File: src/rtl/pdi_pkg.sv
package pdi_pkg;
  typedef enum logic [1:0] {
    ST_IDLE  = 2'd0,
    ST_FLUSH = 2'd1,
    ST_INTEG = 2'd2,
    ST_READ  = 2'd3
  } pdi_state_t;
endpackage

File: src/rtl/pdi_pin_cond.sv
module pdi_pin_cond #(
  parameter int SYNC_STAGES = 2,
  parameter int DEBOUNCE    = 4
) (
  input  logic clk,
  input  logic rst_n,
  input  logic pin_n_i,
  output logic start_o,
  output logic stop_o
);
  localparam int CW = $clog2(DEBOUNCE + 1);
  localparam logic [CW-1:0] CNT_LAST = CW'(DEBOUNCE - 1);

  logic [SYNC_STAGES-1:0] sync_q;
  logic                   act_q, act_d, act_n;
  logic [CW-1:0]          cnt_q, cnt_n;
  logic                   lvl;

  always_ff @(posedge clk or negedge rst_n) begin
    if (!rst_n) sync_q <= '1;
    else        sync_q <= {sync_q[SYNC_STAGES-2:0], pin_n_i};
  end

  assign lvl = ~sync_q[SYNC_STAGES-1];

  always_comb begin
    act_n = act_q;
    cnt_n = '0;
    if (lvl != act_q) begin
      if (cnt_q == CNT_LAST) act_n = lvl;
      else                   cnt_n = cnt_q + 1'b1;
    end
  end

  always_ff @(posedge clk or negedge rst_n) begin
    if (!rst_n) begin
      act_q <= 1'b0;
      act_d <= 1'b0;
      cnt_q <= '0;
    end else begin
      act_q <= act_n;
      act_d <= act_q;
      cnt_q <= cnt_n;
    end
  end

  assign start_o = act_q & ~act_d;
  assign stop_o  = ~act_q & act_d;
endmodule

File: src/rtl/pdi_seq_fsm.sv
module pdi_seq_fsm
  import pdi_pkg::*;
#(
  parameter int FLUSH_HALF   = 16,
  parameter int FIELD_CYCLES = 200,
  parameter int TW           = 8
) (
  input  logic          clk,
  input  logic          rst_n,
  input  logic          en_i,
  input  logic          start_i,
  input  logic          stop_i,
  output pdi_state_t    state_o,
  output logic [TW-1:0] tmr_o,
  output logic          early_o
);
  localparam logic [TW-1:0] FLUSH_LAST = TW'(2 * FLUSH_HALF - 1);
  localparam logic [TW-1:0] FIELD_LAST = TW'(FIELD_CYCLES - 1);

  pdi_state_t    st_q, st_n;
  logic [TW-1:0] tmr_q, tmr_n;
  logic          early_q, early_n;

  always_comb begin
    st_n    = st_q;
    tmr_n   = tmr_q + 1'b1;
    early_n = early_q;
    if (!en_i) begin
      st_n  = ST_IDLE;
      tmr_n = '0;
    end else begin
      unique case (st_q)
        ST_IDLE: begin
          tmr_n = '0;
          if (start_i) begin
            st_n    = ST_FLUSH;
            early_n = 1'b0;
          end
        end
        ST_FLUSH: begin
          if (stop_i) begin
            st_n    = ST_READ;
            tmr_n   = '0;
            early_n = 1'b1;
          end else if (tmr_q == FLUSH_LAST) begin
            st_n  = ST_INTEG;
            tmr_n = '0;
          end
        end
        ST_INTEG: begin
          tmr_n = '0;
          if (stop_i) st_n = ST_READ;
        end
        ST_READ: begin
          if (tmr_q == FIELD_LAST) begin
            st_n  = ST_IDLE;
            tmr_n = '0;
          end
        end
        default: st_n = ST_IDLE;
      endcase
    end
  end

  always_ff @(posedge clk or negedge rst_n) begin
    if (!rst_n) begin
      st_q    <= ST_IDLE;
      tmr_q   <= '0;
      early_q <= 1'b0;
    end else begin
      st_q    <= st_n;
      tmr_q   <= tmr_n;
      early_q <= early_n;
    end
  end

  assign state_o = st_q;
  assign tmr_o   = tmr_q;
  assign early_o = early_q;
endmodule

File: src/rtl/pdi_exposure_seq.sv
module pdi_exposure_seq
  import pdi_pkg::*;
#(
  parameter int SYNC_STAGES  = 2,
  parameter int DEBOUNCE     = 4,
  parameter int FLUSH_HALF   = 16,
  parameter int FIELD_CYCLES = 200,
  parameter int LINE_W       = 10,
  parameter int PRESET_LINE  = 6
) (
  input  logic              clk,
  input  logic              rst_n,
  input  logic              mode_en_i,
  input  logic              trig_n_i,
  output logic              flush_o,
  output logic              readout_o,
  output logic              vload_o,
  output logic [LINE_W-1:0] preset_line_o,
  output logic              integrating_o,
  output logic              cancel_o,
  output logic              enable_gate_o,
  output logic              video_black_o
);
  localparam int TMAX = (2 * FLUSH_HALF > FIELD_CYCLES) ? 2 * FLUSH_HALF : FIELD_CYCLES;
  localparam int TW   = $clog2(TMAX + 1);
  localparam logic [TW-1:0]     SECOND_FLUSH = TW'(FLUSH_HALF);
  localparam logic [LINE_W-1:0] LOAD_LINE    = LINE_W'(PRESET_LINE);

  logic          start_p, stop_p, early;
  pdi_state_t    st;
  logic [TW-1:0] tmr;
  logic          in_seq;

  pdi_pin_cond #(.SYNC_STAGES(SYNC_STAGES), .DEBOUNCE(DEBOUNCE)) u_cond (
    .clk     (clk),
    .rst_n   (rst_n),
    .pin_n_i (trig_n_i),
    .start_o (start_p),
    .stop_o  (stop_p)
  );

  pdi_seq_fsm #(.FLUSH_HALF(FLUSH_HALF), .FIELD_CYCLES(FIELD_CYCLES), .TW(TW)) u_fsm (
    .clk     (clk),
    .rst_n   (rst_n),
    .en_i    (mode_en_i),
    .start_i (start_p),
    .stop_i  (stop_p),
    .state_o (st),
    .tmr_o   (tmr),
    .early_o (early)
  );

  assign in_seq        = (st == ST_FLUSH) || (st == ST_INTEG);
  assign flush_o       = mode_en_i && (st == ST_FLUSH) && (tmr == '0 || tmr == SECOND_FLUSH);
  assign readout_o     = mode_en_i && (st == ST_READ) && (tmr == '0);
  assign vload_o       = readout_o;
  assign cancel_o      = readout_o && early;
  assign preset_line_o = readout_o ? LOAD_LINE : '0;
  assign integrating_o = mode_en_i && (st == ST_INTEG);
  assign enable_gate_o = !mode_en_i || !in_seq;
  assign video_black_o = mode_en_i && (st != ST_READ);
endmodule

File: config.mk
export PLATFORM = sky130hd
export DESIGN_NAME = pdi_exposure_seq
export DESIGN_NICKNAME = d
export VERILOG_FILES = /design/src/rtl/pdi_pkg.sv /design/src/rtl/pdi_pin_cond.sv /design/src/rtl/pdi_seq_fsm.sv /design/src/rtl/pdi_exposure_seq.sv
export SDC_FILE = /design/constraint.sdc
export NUM_CORES = 1
export LEC_CHECK = 0
export ABC_AREA = 1
export BUFFER_PORTS_ARGS = -buffer_cell sky130_fd_sc_hd__buf_4
export CORE_MARGIN = 2
export CORE_UTILIZATION = 55
export CTS_CLUSTER_SIZE = 28
export DETAILED_ROUTE_END_ITERATION = 10
export GPL_TIMING_DRIVEN = 0
export PLACE_DENSITY_LB_ADDON = 0.12
export SLEW_MARGIN = 20
export SYNTH_ARGS = -nofsm -noshare
export SYNTH_HDL_FRONTEND = slang
export SYNTH_HIERARCHICAL = 1
export SYNTH_SLANG_ARGS = --single-unit
File: constraint.sdc
create_clock -name clk -period 2 [get_ports clk]
set_clock_uncertainty 0.2 [all_clocks]
set_input_delay 0.2 -clock clk [delete_from_list [all_inputs] [get_ports clk]]
set_output_delay 0.2 -clock clk [all_outputs]
set_load 0.01 [all_outputs]
==> run summary <==
status -> completed
Avg Vias per Cell -> 4.61
CTS tree -> yes
die area -> 2760 µm²
count of different cell masters after synthesis -> 25
I/O Pins -> 21
H-tree depth -> 1
Routed WL per cell -> 9.65 µm
post-synthesis mux area share -> 0%
Fmax achieved -> 533 MHz
top cell type's share of synthesized area -> 30.9%
GRT Util Overall -> 18.3%
sequential fraction of the synthesis area -> 35.0%
cts bufs inserted -> 3
ys async rst share -> 100%
worst-path cell chain -> inv_1, ha_1, or2_2, buf_4
port buffer count -> 12
Antenna Cells -> 0
GP Congestion -> 0.823
Max IR drop VDD -> 0.000645 V
Syn. warnings -> 6
hold depth -> 3
clk sinks -> 18
# DRC -> 0
largest cells by area after synthesis -> dfrtp_1 31%, nand2_1 12%, ha_1 11%
adder-cell share of the synthesized area -> 10.6%
fin crit share -> 93.8%
P_leak -> 0.861 nW
Post-Synthesis Cells -> 176
Worst-Skew Late Latency -> 0.29 ns
pins over their slew limit -> 0
Initial Util -> 58.5%
simple-gate area share of the yosys netlist -> 33.8%
reg2reg setup slack -> 0.28 ns
EDFF count, synth -> 0
Crit path required time -> 1.60 ns
Pwr Density -> 963 nW/µm²
clk root buf -> clkbuf_4
area grow syn2layout -> 19.1%
routed vias -> 1078
HP Class -> primary input to register
Worst-path clk slew -> 0.10 ns
ANT nets after route -> 0
total negative slack -> 0 ns
Yosys top cell by area -> dfrtp_1
Worst path max stage delay -> 0.43 ns
1st-iter DRT viols -> 26
total power -> 1.49 mW
register bit total from synthesis -> 18
crit start category -> register
syn_area_per_cell -> 7.35 µm²
CP arrival -> 1.48 ns
DPL Wire Length -> 1660 µm
first-pass GRT wire length -> 3710 µm
share of cells above drive strength 1 -> 27.7%
drt total wl -> 2260 µm
largest net degree at the start of global routing -> 19
FF-to-FF path depth -> 8
Synth Flop Type -> dfrtp_1
max_cap viols -> 0
Fin. Hold Viols -> 0
Max clock buf depth -> 2
grt total ovfl -> 0
Post-Syn Area -> 1290 µm²
Fillers -> 178
critical path class -> register to output pin
setup violators final -> 0
Compound-Gate Fraction of Synth Area -> 2.13%
worst-path maximum fanout -> 6
Pre-antenna DRT Iters -> 5
die height -> 52.5 µm
fin nets -> 222
RSZ-0062 raised after global routing -> false
most frequent cells after synthesis -> 42 x nand2_1, 33 x inv_1, 20 x nor2_1, 16 x dfrtp_1
XOR/XNOR Fraction of Synth Area -> 1.35%
count leader, synth -> nand2_1
CP endpoint kind -> output pin
site row count -> 17
via count of the first global-routing pass -> 969
main combinational cell family by area after synthesis -> simple AND/OR/NAND/NOR gates
Slowest cell on crit path -> dfrtp_2
Final Critical Period -> 1.88 ns
Die Width -> 52.5 µm
area of the core -> 2210 µm²
antenna violations before repair -> 0
-- final cells by class --
cell class / instances / area [µm²] / share of cell area [%]
Buffer: 11 / 82.6 / 5.36
Clock buffer: 4 / 36.3 / 2.35
Inverter: 36 / 135 / 8.77
Multi-Input combinational cell: 118 / 649 / 42.1
Sequential cell: 18 / 455 / 29.5
Tap cell: 28 / 35.0 / 2.27
Timing Repair Buffer: 19 / 148 / 9.58
-- cells in the final DEF, fill, tap and decap left out, drive strengths merged --
| cell type | Yosys | layout |
|---|---|---|
| o211ai | 1 | 1 |
| a21oi | 3 | 3 |
| nand4 | 2 | 2 |
| and3 | 1 | 1 |
| xor2 | 2 | 2 |
| dlygate4sd3 | 0 | 2 |
| buf | 11 | 28 |
| clkbuf | 0 | 4 |
| ha | 11 | 11 |
| o21ai | 1 | 1 |
| nand2 | 48 | 48 |
| nand3b | 1 | 1 |
| nand3 | 7 | 7 |
| nor3b | 1 | 1 |
| dfrtp | 16 | 16 |
| inv | 36 | 36 |
| dfstp | 2 | 2 |
| nor3 | 6 | 6 |
| or2 | 1 | 1 |
| nor2 | 25 | 25 |
| conb | 1 | 8 |
-- routing by layer --
| metal | vias up | routed length [µm] | global-route usage, % |
|---|---|---|---|
| met3 | 2 | 150 | 2.57 |
| li1 | 569 | - | - |
| met4 | 0 | 16 | 8.55 |
| met2 | 35 | 1070 | 31.7 |
| met1 | 472 | 1020 | 22.2 |
| met5 | - | 0 | 0 |
-- state kept, by name, summed over array words and instances (netlist names) --
signal	cells
u_fsm/tmr_o	8
u_cond/cnt_q	3
u_cond/sync_q	2
u_fsm/state_o	2
u_cond/act_d	1
u_cond/act_q	1
u_fsm/early_o	1
-- worst paths after layout --
check                            startpoint               end
min in group asynchronous             rst_n   u_cond/cnt_q[2]
max reg2reg                u_fsm/state_o[1]     u_fsm/early_o
min reg2reg                u_cond/sync_q[0]  u_cond/sync_q[1]
max                        u_fsm/state_o[0]     enable_gate_o
max in group asynchronous             rst_n  u_cond/sync_q[0]
min                               mode_en_i    u_fsm/tmr_o[4]
-- critical path, delay by kind of cell, from the launching register on --
family / cells / cell delay, ns
DFF: 1 / 0.43
and+or+nand+nor: 1 / 0.29
adders and majority gates: 1 / 0.28
buffers and inverters: 2 / 0.20
-- stage by stage --
| step | cell area, µm² | utilization [%] | worst slack, ns | hold slack (ns) | std cells |
|---|---|---|---|---|---|
| 6_report | 1540 | 69.7 | 0.124 | 0.0547 | 234 |
| 5_1_grt | 1540 | 69.7 | 0.0228 | 0.0551 | 234 |
| 4_1_cts | 1500 | 68.0 | 0.0588 | 0.0461 | 229 |
| 3_5_place_dp | 1450 | 65.3 | 0.291 | -0.119 | 223 |
| 3_3_place_gp | 1450 | 65.3 | 0.325 | -0.122 | 223 |
| 2_1_floorplan | 1320 | - | 0.469 | -0.296 | 183 |
-- kinds of logic (layout without fill, tap and decap cells) --
group | count (synthesis) | in the layout
flops | 18 | 18
fa+ha+maj | 11 | 11
buf+inv | 47 | 70
xor+xnor | 2 | 2
other cells | 1 | 8
compound gates | 5 | 5
simple gates | 92 | 92
-- where the power goes --
| group | total [mW] | internal [mW] | switching (mW) |
|---|---|---|---|
| logic | 0.749 | 0.323 | 0.426 |
| registers | 0.514 | 0.444 | 0.0697 |
| clock network | 0.222 | 0.111 | 0.111 |
| total | 1.49 | 0.878 | 0.607 |
-- repair_timing --
action / in CTS / in global routing
gates resized for setup: 2 / 1
hold endpoints to repair: 19 / 0
setup buffers: 0 / 5
gates cloned: 0 / 0
hold buffers: 2 / 0
setup endpoints to repair: 4 / 3
(Power assumes the default switching activity.)
